### src/rtl/sgd_pkg.sv
`timescale 1ns/1ps
package sgd_pkg;
  localparam int WORD_W     = 32;
  localparam int DESC_WORDS = 8;
  localparam int DESC_W     = DESC_WORDS * WORD_W;
  localparam int IDX_W      = $clog2(DESC_WORDS);
  localparam int CTL_OFS    = (DESC_WORDS - 1) * WORD_W;
  localparam int SEQ_OFS    = 3 * WORD_W;
  localparam int SEQ_W      = 16;
  localparam int GO_BIT     = 31;

  localparam logic [2:0] RG_STATUS = 3'd0;
  localparam logic [2:0] RG_CTRL   = 3'd1;
  localparam logic [2:0] RG_FILL   = 3'd2;
  localparam logic [2:0] RG_RESP   = 3'd3;
  localparam logic [2:0] RG_SEQ    = 3'd4;

  localparam int SB_BUSY   = 0;
  localparam int SB_EMPTY  = 1;
  localparam int SB_FULL   = 2;
  localparam int SB_REMPTY = 3;
  localparam int SB_RFULL  = 4;
  localparam int SB_STOPD  = 5;
  localparam int SB_RSTING = 6;
  localparam int SB_ERRSTP = 7;
  localparam int SB_ERLSTP = 8;
  localparam int SB_IRQ    = 9;
  localparam int SB_DROP   = 10;

  localparam int CB_STOP    = 0;
  localparam int CB_RESET   = 1;
  localparam int CB_ERRSTP  = 2;
  localparam int CB_ERLSTP  = 3;
  localparam int CB_GIE     = 4;
  localparam int CB_NOFETCH = 5;

  typedef struct packed {
    logic [7:0] err_mask;
    logic       early_irq;
    logic       done_irq;
  } irq_cfg_t;
endpackage

### src/rtl/sgd_desc_stage.sv
`timescale 1ns/1ps
module sgd_desc_stage
  import sgd_pkg::*;
#(
  parameter int NW = DESC_WORDS,
  parameter int DW = WORD_W
) (
  input  logic                  clk,
  input  logic                  rst_n,
  input  logic                  wr_en,
  input  logic [$clog2(NW)-1:0] wr_idx,
  input  logic [DW-1:0]         wr_data,
  output logic [NW*DW-1:0]      commit_desc
);
  localparam int AW = $clog2(NW);

  // words below the control word are held; the control word is taken live
  for (genvar i = 0; i < NW - 1; i++) begin : g_word
    logic [DW-1:0] q;
    always_ff @(posedge clk or negedge rst_n) begin
      if (!rst_n)                             q <= '0;
      else if (wr_en && wr_idx == AW'(i))     q <= wr_data;
    end
    assign commit_desc[i*DW +: DW] = q;
  end
  assign commit_desc[(NW-1)*DW +: DW] = wr_data;
endmodule

### src/rtl/sgd_desc_fifo.sv
`timescale 1ns/1ps
module sgd_desc_fifo #(
  parameter int W     = 256,
  parameter int DEPTH = 4
) (
  input  logic                       clk,
  input  logic                       rst_n,
  input  logic                       flush,
  input  logic                       push,
  input  logic [W-1:0]               push_data,
  input  logic                       pop,
  output logic [W-1:0]               head,
  output logic [$clog2(DEPTH+1)-1:0] count,
  output logic                       full,
  output logic                       empty
);
  localparam int PW = (DEPTH > 1) ? $clog2(DEPTH) : 1;
  localparam int CW = $clog2(DEPTH + 1);

  logic [W-1:0]  mem [DEPTH];
  logic [PW-1:0] wp, rp;

  function automatic logic [PW-1:0] step(input logic [PW-1:0] p);
    return (p == PW'(DEPTH - 1)) ? '0 : p + PW'(1);
  endfunction

  always_ff @(posedge clk or negedge rst_n) begin
    if (!rst_n) begin
      wp    <= '0;
      rp    <= '0;
      count <= '0;
    end else if (flush) begin
      wp    <= '0;
      rp    <= '0;
      count <= '0;
    end else begin
      if (push) wp <= step(wp);
      if (pop)  rp <= step(rp);
      count <= count + CW'(push) - CW'(pop);
    end
  end

  always_ff @(posedge clk) begin
    if (push) mem[wp] <= push_data;
  end

  assign head  = mem[rp];
  assign full  = (count == CW'(DEPTH));
  assign empty = (count == '0);
endmodule

### src/rtl/sgd_csr_bank.sv
`timescale 1ns/1ps
module sgd_csr_bank
  import sgd_pkg::*;
#(
  parameter int CW         = 3,
  parameter int RST_CYCLES = 8
) (
  input  logic             clk,
  input  logic             rst_n,
  input  logic             wr_en,
  input  logic [2:0]       wr_addr,
  input  logic [31:0]      wr_data,
  input  logic [2:0]       rd_addr,
  output logic [31:0]      rd_data,
  input  logic [CW-1:0]    fifo_cnt,
  input  logic             fifo_full,
  input  logic             fifo_empty,
  input  logic             busy,
  input  logic             commit_drop,
  input  logic             disp_fire,
  input  logic [SEQ_W-1:0] disp_seq,
  input  logic             cmpl_fire,
  input  logic [SEQ_W-1:0] cmpl_seq,
  input  irq_cfg_t         cmpl_cfg,
  input  logic [7:0]       cmpl_err,
  input  logic             cmpl_early,
  output logic             irq,
  output logic             gate,
  output logic             resetting
);
  localparam int RCW = $clog2(RST_CYCLES + 1);

  logic c_stop, c_errstp, c_erlstp, c_gie, c_nofetch;
  logic s_errstp, s_erlstp, s_irq, s_drop;
  logic [RCW-1:0]   rst_cnt;
  logic [SEQ_W-1:0] seq_rd, seq_wr;
  logic [31:0]      status;
  logic             wr_ctl, wr_st, rst_req, irq_hit;
  logic             unused_bits;

  assign wr_ctl  = wr_en && (wr_addr == RG_CTRL);
  assign wr_st   = wr_en && (wr_addr == RG_STATUS);
  assign rst_req = wr_ctl && wr_data[CB_RESET];
  assign irq_hit = cmpl_cfg.done_irq || (cmpl_cfg.early_irq && cmpl_early) ||
                   (|(cmpl_cfg.err_mask & cmpl_err));
  assign unused_bits = ^{wr_data[31:11], wr_data[6]};

  always_ff @(posedge clk or negedge rst_n) begin
    if (!rst_n) begin
      c_stop    <= 1'b0;
      c_errstp  <= 1'b0;
      c_erlstp  <= 1'b0;
      c_gie     <= 1'b0;
      c_nofetch <= 1'b0;
      s_errstp  <= 1'b0;
      s_erlstp  <= 1'b0;
      s_irq     <= 1'b0;
      s_drop    <= 1'b0;
      rst_cnt   <= '0;
      seq_rd    <= '0;
      seq_wr    <= '0;
    end else begin
      if (wr_ctl) begin
        c_stop    <= wr_data[CB_STOP] && !wr_data[CB_RESET];
        c_errstp  <= wr_data[CB_ERRSTP];
        c_erlstp  <= wr_data[CB_ERLSTP];
        c_gie     <= wr_data[CB_GIE];
        c_nofetch <= wr_data[CB_NOFETCH];
      end
      if (rst_req)              rst_cnt <= RCW'(RST_CYCLES);
      else if (rst_cnt != '0)   rst_cnt <= rst_cnt - RCW'(1);

      // clears first, so an event in the same cycle wins
      if ((wr_st && wr_data[SB_ERRSTP]) || rst_req) s_errstp <= 1'b0;
      if ((wr_st && wr_data[SB_ERLSTP]) || rst_req) s_erlstp <= 1'b0;
      if (wr_st && wr_data[SB_IRQ])                 s_irq    <= 1'b0;
      if (wr_st && wr_data[SB_DROP])                s_drop   <= 1'b0;
      if (cmpl_fire && c_errstp && (cmpl_err != '0)) s_errstp <= 1'b1;
      if (cmpl_fire && c_erlstp && cmpl_early)       s_erlstp <= 1'b1;
      if (cmpl_fire && irq_hit)                      s_irq    <= 1'b1;
      if (commit_drop)                               s_drop   <= 1'b1;

      if (disp_fire) seq_rd <= disp_seq;
      if (cmpl_fire) seq_wr <= cmpl_seq;
    end
  end

  assign resetting = (rst_cnt != '0);
  assign gate      = c_stop || c_nofetch || s_errstp || s_erlstp || resetting;
  assign irq       = s_irq && c_gie;

  always_comb begin
    status            = '0;
    status[SB_BUSY]   = busy;
    status[SB_EMPTY]  = fifo_empty;
    status[SB_FULL]   = fifo_full;
    status[SB_REMPTY] = 1'b1;
    status[SB_RFULL]  = 1'b0;
    status[SB_STOPD]  = c_stop && !busy;
    status[SB_RSTING] = resetting;
    status[SB_ERRSTP] = s_errstp;
    status[SB_ERLSTP] = s_erlstp;
    status[SB_IRQ]    = s_irq;
    status[SB_DROP]   = s_drop;
  end

  always_comb begin
    case (rd_addr)
      RG_STATUS: rd_data = status;
      RG_CTRL:   rd_data = {26'd0, c_nofetch, c_gie, c_erlstp, c_errstp, 1'b0, c_stop};
      RG_FILL:   rd_data = {{(16-CW){1'b0}}, fifo_cnt, {(16-CW){1'b0}}, fifo_cnt};
      RG_SEQ:    rd_data = {seq_wr, seq_rd};
      default:   rd_data = '0;
    endcase
  end
endmodule

### src/rtl/sgd_front.sv
`timescale 1ns/1ps
module sgd_front
  import sgd_pkg::*;
#(
  parameter int FIFO_DEPTH = 4,
  parameter int RST_CYCLES = 8
) (
  input  logic              clk,
  input  logic              rst_n,
  input  logic              bus_wr,
  input  logic              bus_sel,
  input  logic [IDX_W-1:0]  bus_addr,
  input  logic [WORD_W-1:0] bus_wdata,
  input  logic [2:0]        csr_raddr,
  output logic [31:0]       csr_rdata,
  output logic              eng_valid,
  input  logic              eng_ready,
  output logic [DESC_W-1:0] eng_desc,
  input  logic              cmpl_valid,
  input  logic [7:0]        cmpl_err,
  input  logic              cmpl_early,
  output logic              irq
);
  localparam int CW = $clog2(FIFO_DEPTH + 1);

  logic [DESC_W-1:0] staged, head;
  logic [CW-1:0]     fifo_cnt;
  logic fifo_full, fifo_empty, fifo_push, fifo_pop;
  logic commit, commit_drop, gate, resetting;
  logic in_flight, disp_fire, cmpl_fire;
  irq_cfg_t          head_cfg, fl_cfg;
  logic [SEQ_W-1:0]  head_seq, fl_seq;

  sgd_desc_stage #(.NW(DESC_WORDS), .DW(WORD_W)) u_stage (
    .clk(clk), .rst_n(rst_n),
    .wr_en(bus_wr && bus_sel), .wr_idx(bus_addr), .wr_data(bus_wdata),
    .commit_desc(staged)
  );

  assign commit      = bus_wr && bus_sel && (bus_addr == IDX_W'(DESC_WORDS - 1)) &&
                       bus_wdata[GO_BIT];
  assign fifo_push   = commit && !fifo_full && !resetting;
  assign commit_drop = commit && fifo_full && !resetting;

  sgd_desc_fifo #(.W(DESC_W), .DEPTH(FIFO_DEPTH)) u_fifo (
    .clk(clk), .rst_n(rst_n), .flush(resetting),
    .push(fifo_push), .push_data(staged), .pop(fifo_pop),
    .head(head), .count(fifo_cnt), .full(fifo_full), .empty(fifo_empty)
  );

  assign eng_valid = !fifo_empty && !in_flight && !gate;
  assign eng_desc  = head;
  assign disp_fire = eng_valid && eng_ready;
  assign fifo_pop  = disp_fire;
  assign cmpl_fire = cmpl_valid && in_flight;

  assign head_cfg = '{err_mask:  head[CTL_OFS+16 +: 8],
                      early_irq: head[CTL_OFS+15],
                      done_irq:  head[CTL_OFS+14]};
  assign head_seq = head[SEQ_OFS +: SEQ_W];

  always_ff @(posedge clk or negedge rst_n) begin
    if (!rst_n) begin
      in_flight <= 1'b0;
      fl_cfg    <= '0;
      fl_seq    <= '0;
    end else if (disp_fire) begin
      in_flight <= 1'b1;
      fl_cfg    <= head_cfg;
      fl_seq    <= head_seq;
    end else if (cmpl_fire) begin
      in_flight <= 1'b0;
    end
  end

  sgd_csr_bank #(.CW(CW), .RST_CYCLES(RST_CYCLES)) u_csr (
    .clk(clk), .rst_n(rst_n),
    .wr_en(bus_wr && !bus_sel), .wr_addr(bus_addr), .wr_data(bus_wdata),
    .rd_addr(csr_raddr), .rd_data(csr_rdata),
    .fifo_cnt(fifo_cnt), .fifo_full(fifo_full), .fifo_empty(fifo_empty),
    .busy(in_flight), .commit_drop(commit_drop),
    .disp_fire(disp_fire), .disp_seq(head_seq),
    .cmpl_fire(cmpl_fire), .cmpl_seq(fl_seq), .cmpl_cfg(fl_cfg),
    .cmpl_err(cmpl_err), .cmpl_early(cmpl_early),
    .irq(irq), .gate(gate), .resetting(resetting)
  );
endmodule

### config.mk
export PLATFORM = sky130hd
export DESIGN_NAME = sgd_front
export DESIGN_NICKNAME = d
export VERILOG_FILES = /design/src/rtl/sgd_pkg.sv /design/src/rtl/sgd_desc_stage.sv /design/src/rtl/sgd_desc_fifo.sv /design/src/rtl/sgd_csr_bank.sv /design/src/rtl/sgd_front.sv
export SDC_FILE = /design/constraint.sdc
export NUM_CORES = 1
export LEC_CHECK = 0
export ABC_AREA = 1
export BUFFER_PORTS_ARGS = -buffer_cell sky130_fd_sc_hd__buf_2
export CAP_MARGIN = 5
export CORE_AREA = 2 2 317 319
export DETAILED_ROUTE_END_ITERATION = 10
export DIE_AREA = 0 0 319 321
export PLACE_DENSITY = 0.74
export SYNTH_ARGS = -nofsm -noshare
export SYNTH_HDL_FRONTEND = slang
export SYNTH_SLANG_ARGS = --single-unit
### constraint.sdc
create_clock -name clk -period 16.99 [get_ports clk]
set_input_delay 3.398 -clock clk [delete_from_list [all_inputs] [get_ports clk]]
set_output_delay 3.398 -clock clk [all_outputs]
set_load 0.005 [all_outputs]
After elaboration in Yosys (flattened, before gate mapping). Memories as Yosys holds them, arrays and structs flattened. Index checks and enable logic that the tools add are counted.

Add/sub/neg operators: 5. Multiply operators: 0. Divide/modulo/power cells: 0. Magnitude comparators: 0. Eq/ne operators: 13. Shift-type cells: 0. Muxes and demuxes: 22. Bitwise gates (word level): 1. Reductions and logical operators: 64.

Operators by type and width (number): $pmux W32 S4 (1); $logic_and A1 B1 Y1 (35); $eq A3 B3 Y1 const B (6); $reduce_bool A2 Y1 (8); $mux W1 (12); $mux W2 (6); $eq A3 B2 Y1 const B (3); $logic_not A3 Y1 (3); $and A8 B8 Y8 (1); $logic_or A1 B1 Y1 (8); $mux W4 (2); $reduce_bool A8 Y1 (1); $reduce_or A8 Y1 (1); $logic_not A1 Y1 (7); $eq A3 B1 Y1 const B (2); $add A2 B1 Y2 const B (2); $eq A2 B2 Y1 const B (2); $reduce_bool A4 Y1 (1); $sub A4 B1 Y4 const B (1); $add A3 B1 Y3 (1); $mux W3 (1); $sub A3 B1 Y3 (1).

Register bits: 287. Bits in latches: 0. RAM bits: 1024. Memory bits (read-only): 0. Input port bits: 53. Word-level logic and storage cells: 132. Memories kept: 1.

Memories: u_fifo.mem (depth 4, bits a word 256, rd ports 1, clocked after Yosys merged registers in 0, wr ports 1, RTL line sgd_desc_fifo.sv:20) `logic [W-1:0] mem [DEPTH];`.

Logic depth before layout (Yosys ltp). Gate-level depths: netlist (run 1).

Word-level depth: 9. Depth in mapped cells: 14. Gate-level depth less buffers: 13.

Modules after synthesis. A second synthesis (run 1) with hierarchy kept.

Cells, all modules: 4480. Area, all modules: 52955.8 um^2.

Modules (own cells, without submodules): sgd_desc_fifo (instances 1, cells an instance 3043, area each 40642.7 um^2, seq. area each 30924.7 um^2); sgd_desc_stage (instances 1, cells an instance 1009, area each 8872.3 um^2, seq. area each 5605.4 um^2); sgd_csr_bank (instances 1, cells an instance 290, area each 2230.9 um^2, seq. area each 1126.1 um^2); sgd_front (instances 1, cells an instance 138, area each 1209.9 um^2, seq. area each 675.6 um^2).

Least setup slack after synthesis (run 1). OpenSTA, ideal clock, no wires.

Kind: input port to flip-flop. Start point: input port bus_addr[0]. End point: memory u_fifo.mem[0][0] (enable). Library setup time: 0.879 ns. Arrival: 14.477 ns. Data required time: 16.111 ns. Slack: 1.634 ns. Stages on the path: 6. Buffers on the path: 0. Cells stage by stage: nand2_1 inv_1 nand2_1 nor2_1 nand3_1 nor2_1.

Cells in the longest elaborated chain, start to end: 7.

Ends and longest elaborated chain: start: declaration (RTL line sgd_front.sv:12) `input logic [IDX_W-1:0] bus_addr,`; $eq A3 B3 Y1 (RTL line sgd_front.sv:40) `assign commit = bus_wr && bus_sel && (bus_addr == IDX_W'(DESC_WORDS - 1)) &&`; $logic_and A1 B1 Y1 (2 in a row) (RTL line sgd_front.sv:40); $logic_and A1 B1 Y1 (2 in a row) (RTL line sgd_front.sv:42) `assign fifo_push = commit && !fifo_full && !resetting;`; $mux W1 (RTL line sgd_desc_fifo.sv:44) `if (push) mem[wp] <= push_data;`; $mux W1 (not written as such) (RTL line sgd_desc_fifo.sv:44); end: declaration (RTL line sgd_desc_fifo.sv:20).

Every way passes these cells.

Final worst setup path (run 1).
Start point: register u_fifo.rp[0]. End point: output port eng_desc[125].

Cells in the longest elaborated chain, start to end: 1.

Ends and longest elaborated chain: start: declaration (RTL line sgd_desc_fifo.sv:21) `logic [PW-1:0] wp, rp;`; start signal: assignment (RTL line sgd_desc_fifo.sv:38) `if (pop) rp <= step(rp);`; $mem_v2 Z4 W256; end: declaration (RTL line sgd_front.sv:18) `output logic [DESC_W-1:0] eng_desc,`.

Every way passes these cells.

==> flow_summary_export.csv, run 1 <==
group,metric,value,unit
setup_path,cpMaxStageDelayCell,"buf_4",
setup_path,crit_path_end_kind,"output port",
final_layout,area_delta_synth_final,14.1,%
timing,setup_viol_count_final,0,
power,vdd_ir_drop_max,0.0000850,V
detailed_routing,ant_nets,0,
detailed_routing,detail_route.wl_per_cell,23.0,um
placed_design,placement.io_buffers,342,
synth,post_synth_edffs,1024,
floorplan,fp.coreArea,0.0993,mm2
clocking,clockRootBuffer,"clkbuf_16",
detailed_routing,dr_total_vias,31300,
global_routing,grt_overflow,0,
power,power.leakage,0.0211,uW
synth,synthesis.yosys.warnings,0,
floorplan,fp.dieArea,0.102,mm2
global_routing,antenna_found_initial,24,
timing,period_minus_slack,8420,ps
floorplan,floorplan.io_pins,343,
synth,synth.ff_latch_count,1311,
setup_path,cpPeakStageDelay,980,ps
clocking,hold_buf_cts,0,
synth,synth_area_per_cell,13.0,um2
clocking,cts_tree,"done",
synth,yosys.area.top_type,"edfxtp_1",
global_routing,met2_global_route_usage,37.5,%
setup_path,critPathArrivalTime,5020,ps
synth,synthDominantCellAreaShare,62.7,%
timing,least_margin_pin_slew,1230,ps
detailed_routing,route.detailed.vias_per_inst,5.74,
setup_path,path_delay_family,"buffers and inverters",
setup_path,critical_path_peak_fanout,199,
clocking,max-clock-path-buffers,3,
detailed_routing,drt-initial-drc-count,4082,
setup_path,setup.worst_path.start_class,"flop",
detailed_routing,final_wl,126,mm
global_routing,globalRoute.busiestLayer,"met2",
clocking,cts_resized,0,
global_routing,grt_pass1_vias,29200,
setup_path,critical_path_class,"flop to output port",
synth,ys_async_sr_fraction,21.9,%
detailed_routing,drt-pass1-iter-count,6,
clocking,cts_setup_buffers,0,
floorplan,floorplan.die.height,321,um
clocking,cts.sinks,1311,
timing,highest_achievable_clock_rate,0.119,GHz
final_layout,fillerInstances,7725,
job,max_cap_violations,0,
synth,synth_fp_nets,3822,
synth,primary_ff_master_synth,"edfxtp_1",
global_routing,global_route_met1_utilization,34.7,%
floorplan,initial_core_util,49.4,%
synth,seq_area_frac_synth,77.3,%
setup_path,crit_buf_inv,4,
timing,layout_worst_path_cycle_share,49.6,%
floorplan,die_width,319,um
final_layout,number_of_nets_in_the_finished_design,4105,
setup_path,worstPathRequired,13590,ps
synth,cell_count_after_synthesis,3760,
timing,final-max-slew-violation-count,0,
synth,synth.area.top_cells,"edfxtp_1 63%, dfrtp_1 15%, o21ai_0 7.3%",
setup_path,timing.critical_path.cells,"inv_16 -> buf_4 -> buf_4 -> o21ai_0 -> o22ai_1 -> buf_2",
timing,clock-skew-final,23.8,ps
floorplan,fp-row-count,116,
placed_design,detailed_place_hpwl,69.4,mm
clocking,number_of_h_tree_levels,4,
run_status,status,"completed",
clocking,post_cts_clock_slew_at_the_launch_and_capture_registers_of_the_worst_setup_and_hold_paths,60,ps
clocking,clock_latency,730,ps
detailed_routing,drc,0,
timing,hold_viol,0,
timing,fin_worst_hold_slack,489,ps
timing,relSlewSlack,17.7,%
power,power.density_cell_area,122,mW/mm2
global_routing,grt_start_max_net_pins,200,
global_routing,grt_util_all_layers,24.2,%
power,power.total,6850,uW
synth,synth_cell_type_count,28,
placed_design,finalWeightedCongestion,0.904,
clocking,cts_buffers,130,
final_layout,final_layout_size_suffix_gt1_share,14.0,%
synth,area_of_the_mapped_netlist,0.0491,mm2
timing,rsz_0062_raised_after_global_routing,"no",
timing,final.setup.tns,0,ps
global_routing,grtUsageMet3,4.48,%
setup_path,critical-path-top-cell-by-count,"buf_4",
worst_hold_path,timing.hold.worst.class,"flop to flop",
global_routing,grt_pass1_wl,185,mm
cells by family (layout without fill, tap and decap cells):
logic type | Yosys count | in the layout | synth area share, %
AO/OA/AOI/OAI | 981 | 981 | 10.6
XOR/XNOR | 4 | 4 | 0.0714
adder cells (fa/ha/maj) | 9 | 9 | 0.245
buffers and inverters | 351 | 742 | 3.10
flip-flops | 1311 | 1311 | 77.3
other | 0 | 6 | 0
AND/OR/NAND/NOR | 1104 | 1104 | 8.66
cells in the final DEF (no fill, tap or decap), types with 5 or more instances in the layout:
cell type | Yosys | layout
and2_1 | 26 | 26
buf_12 | 0 | 5
buf_2 | 31 | 341
buf_4 | 33 | 29
bufinv_16 | 0 | 8
clkbuf_1 | 155 | 41
clkbuf_16 | 0 | 133
clkbuf_8 | 0 | 14
clkinv_1 | 0 | 11
clkinv_2 | 0 | 16
dfrtp_1 | 287 | 285
diode_2 | 0 | 6
edfxtp_1 | 1024 | 1024
ha_1 | 8 | 8
inv_1 | 124 | 124
inv_6 | 0 | 9
nand2_1 | 548 | 541
nand2_2 | 0 | 7
nand3_1 | 18 | 18
nor2_1 | 505 | 501
o21ai_0 | 718 | 718
o21ai_1 | 24 | 24
o22ai_1 | 232 | 232
cells in the mapped netlist (all sizes together) (3+ instances only):
library cell and instances:
edfxtp 1024, o21ai 742, nand2 548, nor2 505, dfrtp 287, o22ai 232, clkbuf 155, inv 126
buf 70, and2 26, nand3 18, ha 8, a21oi 4, nand4 4, nor3 3, xor2 3
power breakdown:
part | internal (uW) | switching, uW | leakage (uW)
clock | 1640 | 1180 | 0.00207
sequential | 3690 | 144 | 0.0130
combinational | 63.1 | 134 | 0.00604
total | 5390 | 1460 | 0.0211
routing by layer:
metal / up-vias / wire length (um) / share of wire [%]
li1: 14000 / - / -
met1: 15500 / 51500 / 41
met2: 1557 / 58600 / 47
met3: 241 / 11500 / 9.1
met4: 16 / 4030 / 3.2
met5: - / 99 / 0.079
registers in the layout, indices dropped and copies added (netlist names):
| signal | cells |
|---|---|
| u_csr.s_drop | 1 |
| u_csr.s_erlstp | 1 |
| u_stage.g_word.q | 224 |
| u_csr.rst_cnt | 4 |
| u_fifo.count | 3 |
| u_fifo.mem | 1024 |
| u_fifo.rp | 2 |
| u_csr.c_errstp | 1 |
| u_fifo.wp | 2 |
| u_csr.c_erlstp | 1 |
| u_csr.s_errstp | 1 |
| u_csr.seq_rd | 16 |
| fl_cfg | 10 |
| u_csr.c_gie | 1 |
| u_csr.s_irq | 1 |
| u_csr.seq_wr | 16 |
| in_flight | 1 |
| u_csr.c_nofetch | 1 |
| u_csr.c_stop | 1 |
path summary, 6_finish.rpt:
check	from	to	slack [ps]	depth (start not counted)
setup reg to reg	u_csr.rst_cnt[0]$_DFFE_PN0P_	u_fifo.mem[0][77]$_DFFE_PP_	12370	8
setup / recovery	u_fifo.rp[0]$_DFFE_PN0P_	eng_desc[125]	8570	6
max in group asynchronous	rst_n	u_stage.g_word[6].q[28]$_DFFE_PN0P_	12790	2
hold reg to reg	u_csr.seq_wr[4]$_DFFE_PN0P_	u_csr.seq_wr[4]$_DFFE_PN0P_	490	2
min in group asynchronous	rst_n	u_stage.g_word[5].q[8]$_DFFE_PN0P_	2680	1
hold / removal	u_csr.seq_wr[4]$_DFFE_PN0P_	u_csr.seq_wr[4]$_DFFE_PN0P_	490	2
worst reg2reg max path, delay by kind of cell, from the launching register on:
family	cells	cell delay [ps]
DFF	1	380
buffers and inverters	4	2340
and+or+nand+nor	3	1280
adders and majority gates	1	200
cell type report:
class	instances	area [um2]	share of cell area (%)
sequential	1311	37900	67.7
tap	1298	1620	2.90
inverter	126	497	0.887
clock inverter	52	553	0.987
multi-input combinational	2098	9660	17.3
timing repair buffer	376	2040	3.64
clock buffer	188	3670	6.56
antenna	6	15.0	0.0268
stage by stage:
step	util, %	setup slack, ps	area [um2]	instances
after floorplan	-	1630	49100	3760
after global placement	52.1	8970	51800	5209
after detailed placement	52.1	8850	51800	5209
after CTS	56.4	8590	56000	5449
after global routing	56.4	8290	56000	5449
final	56.4	8570	56000	5455
Note: power is estimated with default switching activity, not from simulation.
==> inputs of run 2 (changes only) <==
--- a/config.mk
+++ b/config.mk
@@ -5,13 +5,13 @@
 export SDC_FILE = /design/constraint.sdc
 export NUM_CORES = 1
 export LEC_CHECK = 0
-export ABC_AREA = 1
+export ABC_AREA = 0
 export BUFFER_PORTS_ARGS = -buffer_cell sky130_fd_sc_hd__buf_2
 export CAP_MARGIN = 5
-export CORE_AREA = 2 2 317 319
+export CORE_AREA = 2 2 315 317
 export DETAILED_ROUTE_END_ITERATION = 10
-export DIE_AREA = 0 0 319 321
-export PLACE_DENSITY = 0.74
+export DIE_AREA = 0 0 317 319
+export PLACE_DENSITY = 0.76
 export SYNTH_ARGS = -nofsm -noshare
 export SYNTH_HDL_FRONTEND = slang
 export SYNTH_SLANG_ARGS = --single-unit
==> constraint.sdc (replaced) <==
create_clock -name clk -period 7.7 [get_ports clk]
set_input_delay 1.54 -clock clk [delete_from_list [all_inputs] [get_ports clk]]
set_output_delay 1.54 -clock clk [all_outputs]
set_load 0.005 [all_outputs]
==> run 2 against run 1 <==
Net effect:
- worst setup slack worse by 5800 ps
- combinational power grew to 2.5 times the previous value
- synthesized cell count down 44%
==> flow_summary_export.csv, run 2 <==
group,metric,value,unit
synth,synth_cell_type_count,51,
timing,rsz_0062_raised_after_global_routing,"no",
placed_design,preCtsSetupSlack,3000,ps
final_layout,layout.cells.most_common,"edfxtp_1",
detailed_routing,dr_wl_met2,53.5,mm
power,vdd_ir_drop_max,0.000272,V
synth,synth_fp_nets,2165,
synth,seq_area_frac_synth,78.1,%
clocking,number_of_h_tree_levels,4,
synth,post_synth_edffs,1024,
power,power.total,15400,uW
timing,layout_worst_path_cycle_share,64.6,%
global_routing,grt_overflow,0,
clocking,hold_buf_cts,0,
timing,least_margin_pin_slew,1090,ps
final_layout,max_flop_register,"u_fifo.mem",
timing,setup_viol_count_final,0,
synth,synthDominantCellAreaShare,63.3,%
synth,ys_async_sr_fraction,21.9,%
setup_path,cpMaxStageDelayCell,"dfrtp_4",
timing,final.setup.tns,0,ps
final_layout,multiInputGateArea,0.0101,mm2
detailed_routing,drc,0,
clocking,cts_buffers,132,
floorplan,floorplan.io_pins,343,
setup_path,crit_path_end_kind,"output port",
clocking,cts_setup_buffers,0,
final_layout,fillerInstances,6941,
clocking,max-clock-path-buffers,3,
floorplan,floorplan.die.height,319,um
final_layout,highest_count_cells_in_the_layout_ignoring_fill_and_taps,"1024 x edfxtp_1, 341 x buf_2, 285 x dfrtp_1, 256 x mux4_2, 215 x mux2_2",
global_routing,antenna_found_initial,3,
synth,synth.ff_latch_count,1311,
floorplan,fp.dieArea,0.101,mm2
setup_path,crit_buf_inv,2,
power,power.leakage,0.0196,uW
floorplan,die_width,317,um
setup_path,critPathArrivalTime,3430,ps
setup_path,setup.worst_path.start_class,"flop",
final_layout,max_reg_flops,1024,
synth,primary_ff_master_synth,"edfxtp_1",
power,power.density_cell_area,274,mW/mm2
synth,yosys.area.top_type,"edfxtp_1",
run_status,status,"completed",
detailed_routing,detail_route.wl_per_cell,27.2,um
floorplan,fp.coreArea,0.0977,mm2
clocking,cts.sinks,1311,
setup_path,cpPeakStageDelay,960,ps
timing,hold_viol,0,
detailed_routing,final_wl,106,mm
clocking,clockRootBuffer,"clkbuf_16",
timing,relSlewSlack,27.3,%
final_layout,post-route-util,57.3,%
detailed_routing,ant_nets,0,
timing,final-max-slew-violation-count,0,
synth,synth.area.top_cells,"edfxtp_1 63%, dfrtp_1 15%, mux4_2 12%",
timing,highest_achievable_clock_rate,0.201,GHz
floorplan,initial_core_util,49.7,%
job,max_cap_violations,0,
timing,setup_slack,2730,ps
detailed_routing,route.detailed.vias_per_inst,5.74,
synth,area_of_the_mapped_netlist,0.0486,mm2
detailed_routing,drt-pass1-iter-count,5,
clocking,clock_latency,740,ps
timing,clock-skew-final,27.6,ps
final_layout,antenna_cells_inserted,0,
final_layout,reg.largest.list,"u_fifo.mem: 1024 flops, u_stage.g_word.q: 224 flops",
global_routing,grt_pass1_wl,156,mm
final_layout,final_layout_size_suffix_gt1_share,41.7,%
global_routing,grt_pass1_vias,23200,
final_layout,number_of_nets_in_the_finished_design,2571,
clocking,post_cts_clock_slew_at_the_launch_and_capture_registers_of_the_worst_setup_and_hold_paths,60,ps
setup_path,critical_path_peak_fanout,49,
detailed_routing,dr_wl_met3,6.86,mm
global_routing,grt_util_all_layers,21.2,%
setup_path,critical_path_class,"flop to output port",
placed_design,detailed_place_hpwl,60.3,mm
setup_path,path_delay_family,"buffers and inverters",
clocking,cts_tree,"done",
detailed_routing,top_signal_layer_used,"met5",
global_routing,grt_start_max_net_pins,157,
detailed_routing,dr_total_vias,22400,
final_layout,sequential_cell_area,0.0379,mm2
clocking,cts_resized,0,
worst_hold_path,timing.hold.worst.class,"flop to flop",
synth,yosys-top-cells-count,"1024 x edfxtp_1, 287 x dfrtp_1, 256 x mux4_2",
synth,synthesis.yosys.warnings,0,
placed_design,finalWeightedCongestion,0.843,
timing,period_minus_slack,4970,ps
synth,synth_area_per_cell,23.1,um2
final_layout,area_delta_synth_final,15.4,%
detailed_routing,drt-initial-drc-count,1928,
placed_design,placement.io_buffers,342,
floorplan,fp-row-count,115,
synth,cell_count_after_synthesis,2103,
detailed_routing,routedLengthMet1,43.4,mm
setup_path,timing.critical_path.cells,"buf_4 -> mux4_2 -> buf_2",
synth,most_common_cell_in_the_netlist,"edfxtp_1",
setup_path,worstPathRequired,6160,ps
run 2: cell types whose count changed in the layout (fill, tap and decap cells not counted), sizes merged, moves of 8 or more:
cell and delta:
nor3 +8, mux2 +273, mux4 +256, nand3 -11, o21ai -737, buf -11, clkinv +9, inv -117
nor2 -493, nand2 -526, mux2i +9, o22ai -232
run 2: metrics by stage:
step | area (um2) | hold slack [ps] | instances
floorplan | 48600 | 465 | 2103
global placement | 51700 | 478 | 3662
detailed placement | 51700 | 485 | 3662
CTS | 56000 | 495 | 3905
global route | 56000 | 509 | 3905
finish | 56000 | 496 | 3905
run 2: final timing paths:
kind | startpoint | depth (start not counted) | slack [ps] | to
min in group asynchronous | rst_n | 1 | 800 | u_stage.g_word[1].q[3]$_DFFE_PN0P_
max | u_fifo.rp[0]$_DFFE_PN0P_ | 3 | 2730 | eng_desc[179]
max reg2reg | u_csr.rst_cnt[0]$_DFFE_PN0P_ | 6 | 3690 | u_fifo.mem[1][27]$_DFFE_PP_
max in group asynchronous | rst_n | 2 | 5430 | u_stage.g_word[5].q[25]$_DFFE_PN0P_
min | u_csr.seq_wr[14]$_DFFE_PN0P_ | 1 | 500 | u_csr.seq_wr[14]$_DFFE_PN0P_
min reg2reg | u_csr.seq_wr[14]$_DFFE_PN0P_ | 1 | 500 | u_csr.seq_wr[14]$_DFFE_PN0P_
run 2: where the power goes:
group          internal, uW  switching (uW)
Combinational           257             240
Clock                  3600            2680
Sequential             8220             355
Total                 12100            3270
run 2: kinds of logic after synthesis:
| logic type | after synthesis | share of synthesized area, % |
|---|---|---|
| AOI/OAI and AO/OA | 29 | 0.389 |
| xor gates and xnor gates | 2 | 0.0361 |
| adders and majority gates | 9 | 0.247 |
| buffers and inverters | 105 | 1.17 |
| DFF | 1311 | 78.1 |
| muxes | 538 | 18.7 |
| and+or+nand+nor | 109 | 1.38 |
run 2: layer usage:
layer	vias up	global-route usage [%]
met4	4	6.35
met2	764	34.5
met5	-	0
met1	12100	28.7
li1	9410	-
met3	150	5.01
run 2: worst register-to-register path, stage by stage, from the launching register on:
cell and delay (ps):
dfrtp_1 400, inv_1 100, ha_1 230, or3b_1 590, nor4_2 580, and2_4 760
buf_12 730
run 2: cell type report:
| class | instances | share of cell area (%) |
|---|---|---|
| flip-flops and latches | 1311 | 67.7 |
| repair buffers | 365 | 3.61 |
| inverters | 12 | 0.0804 |
| multi-input cells | 687 | 18.0 |
| clock inverters | 60 | 1.17 |
| well taps | 1287 | 2.87 |
| clock buffers | 183 | 6.51 |
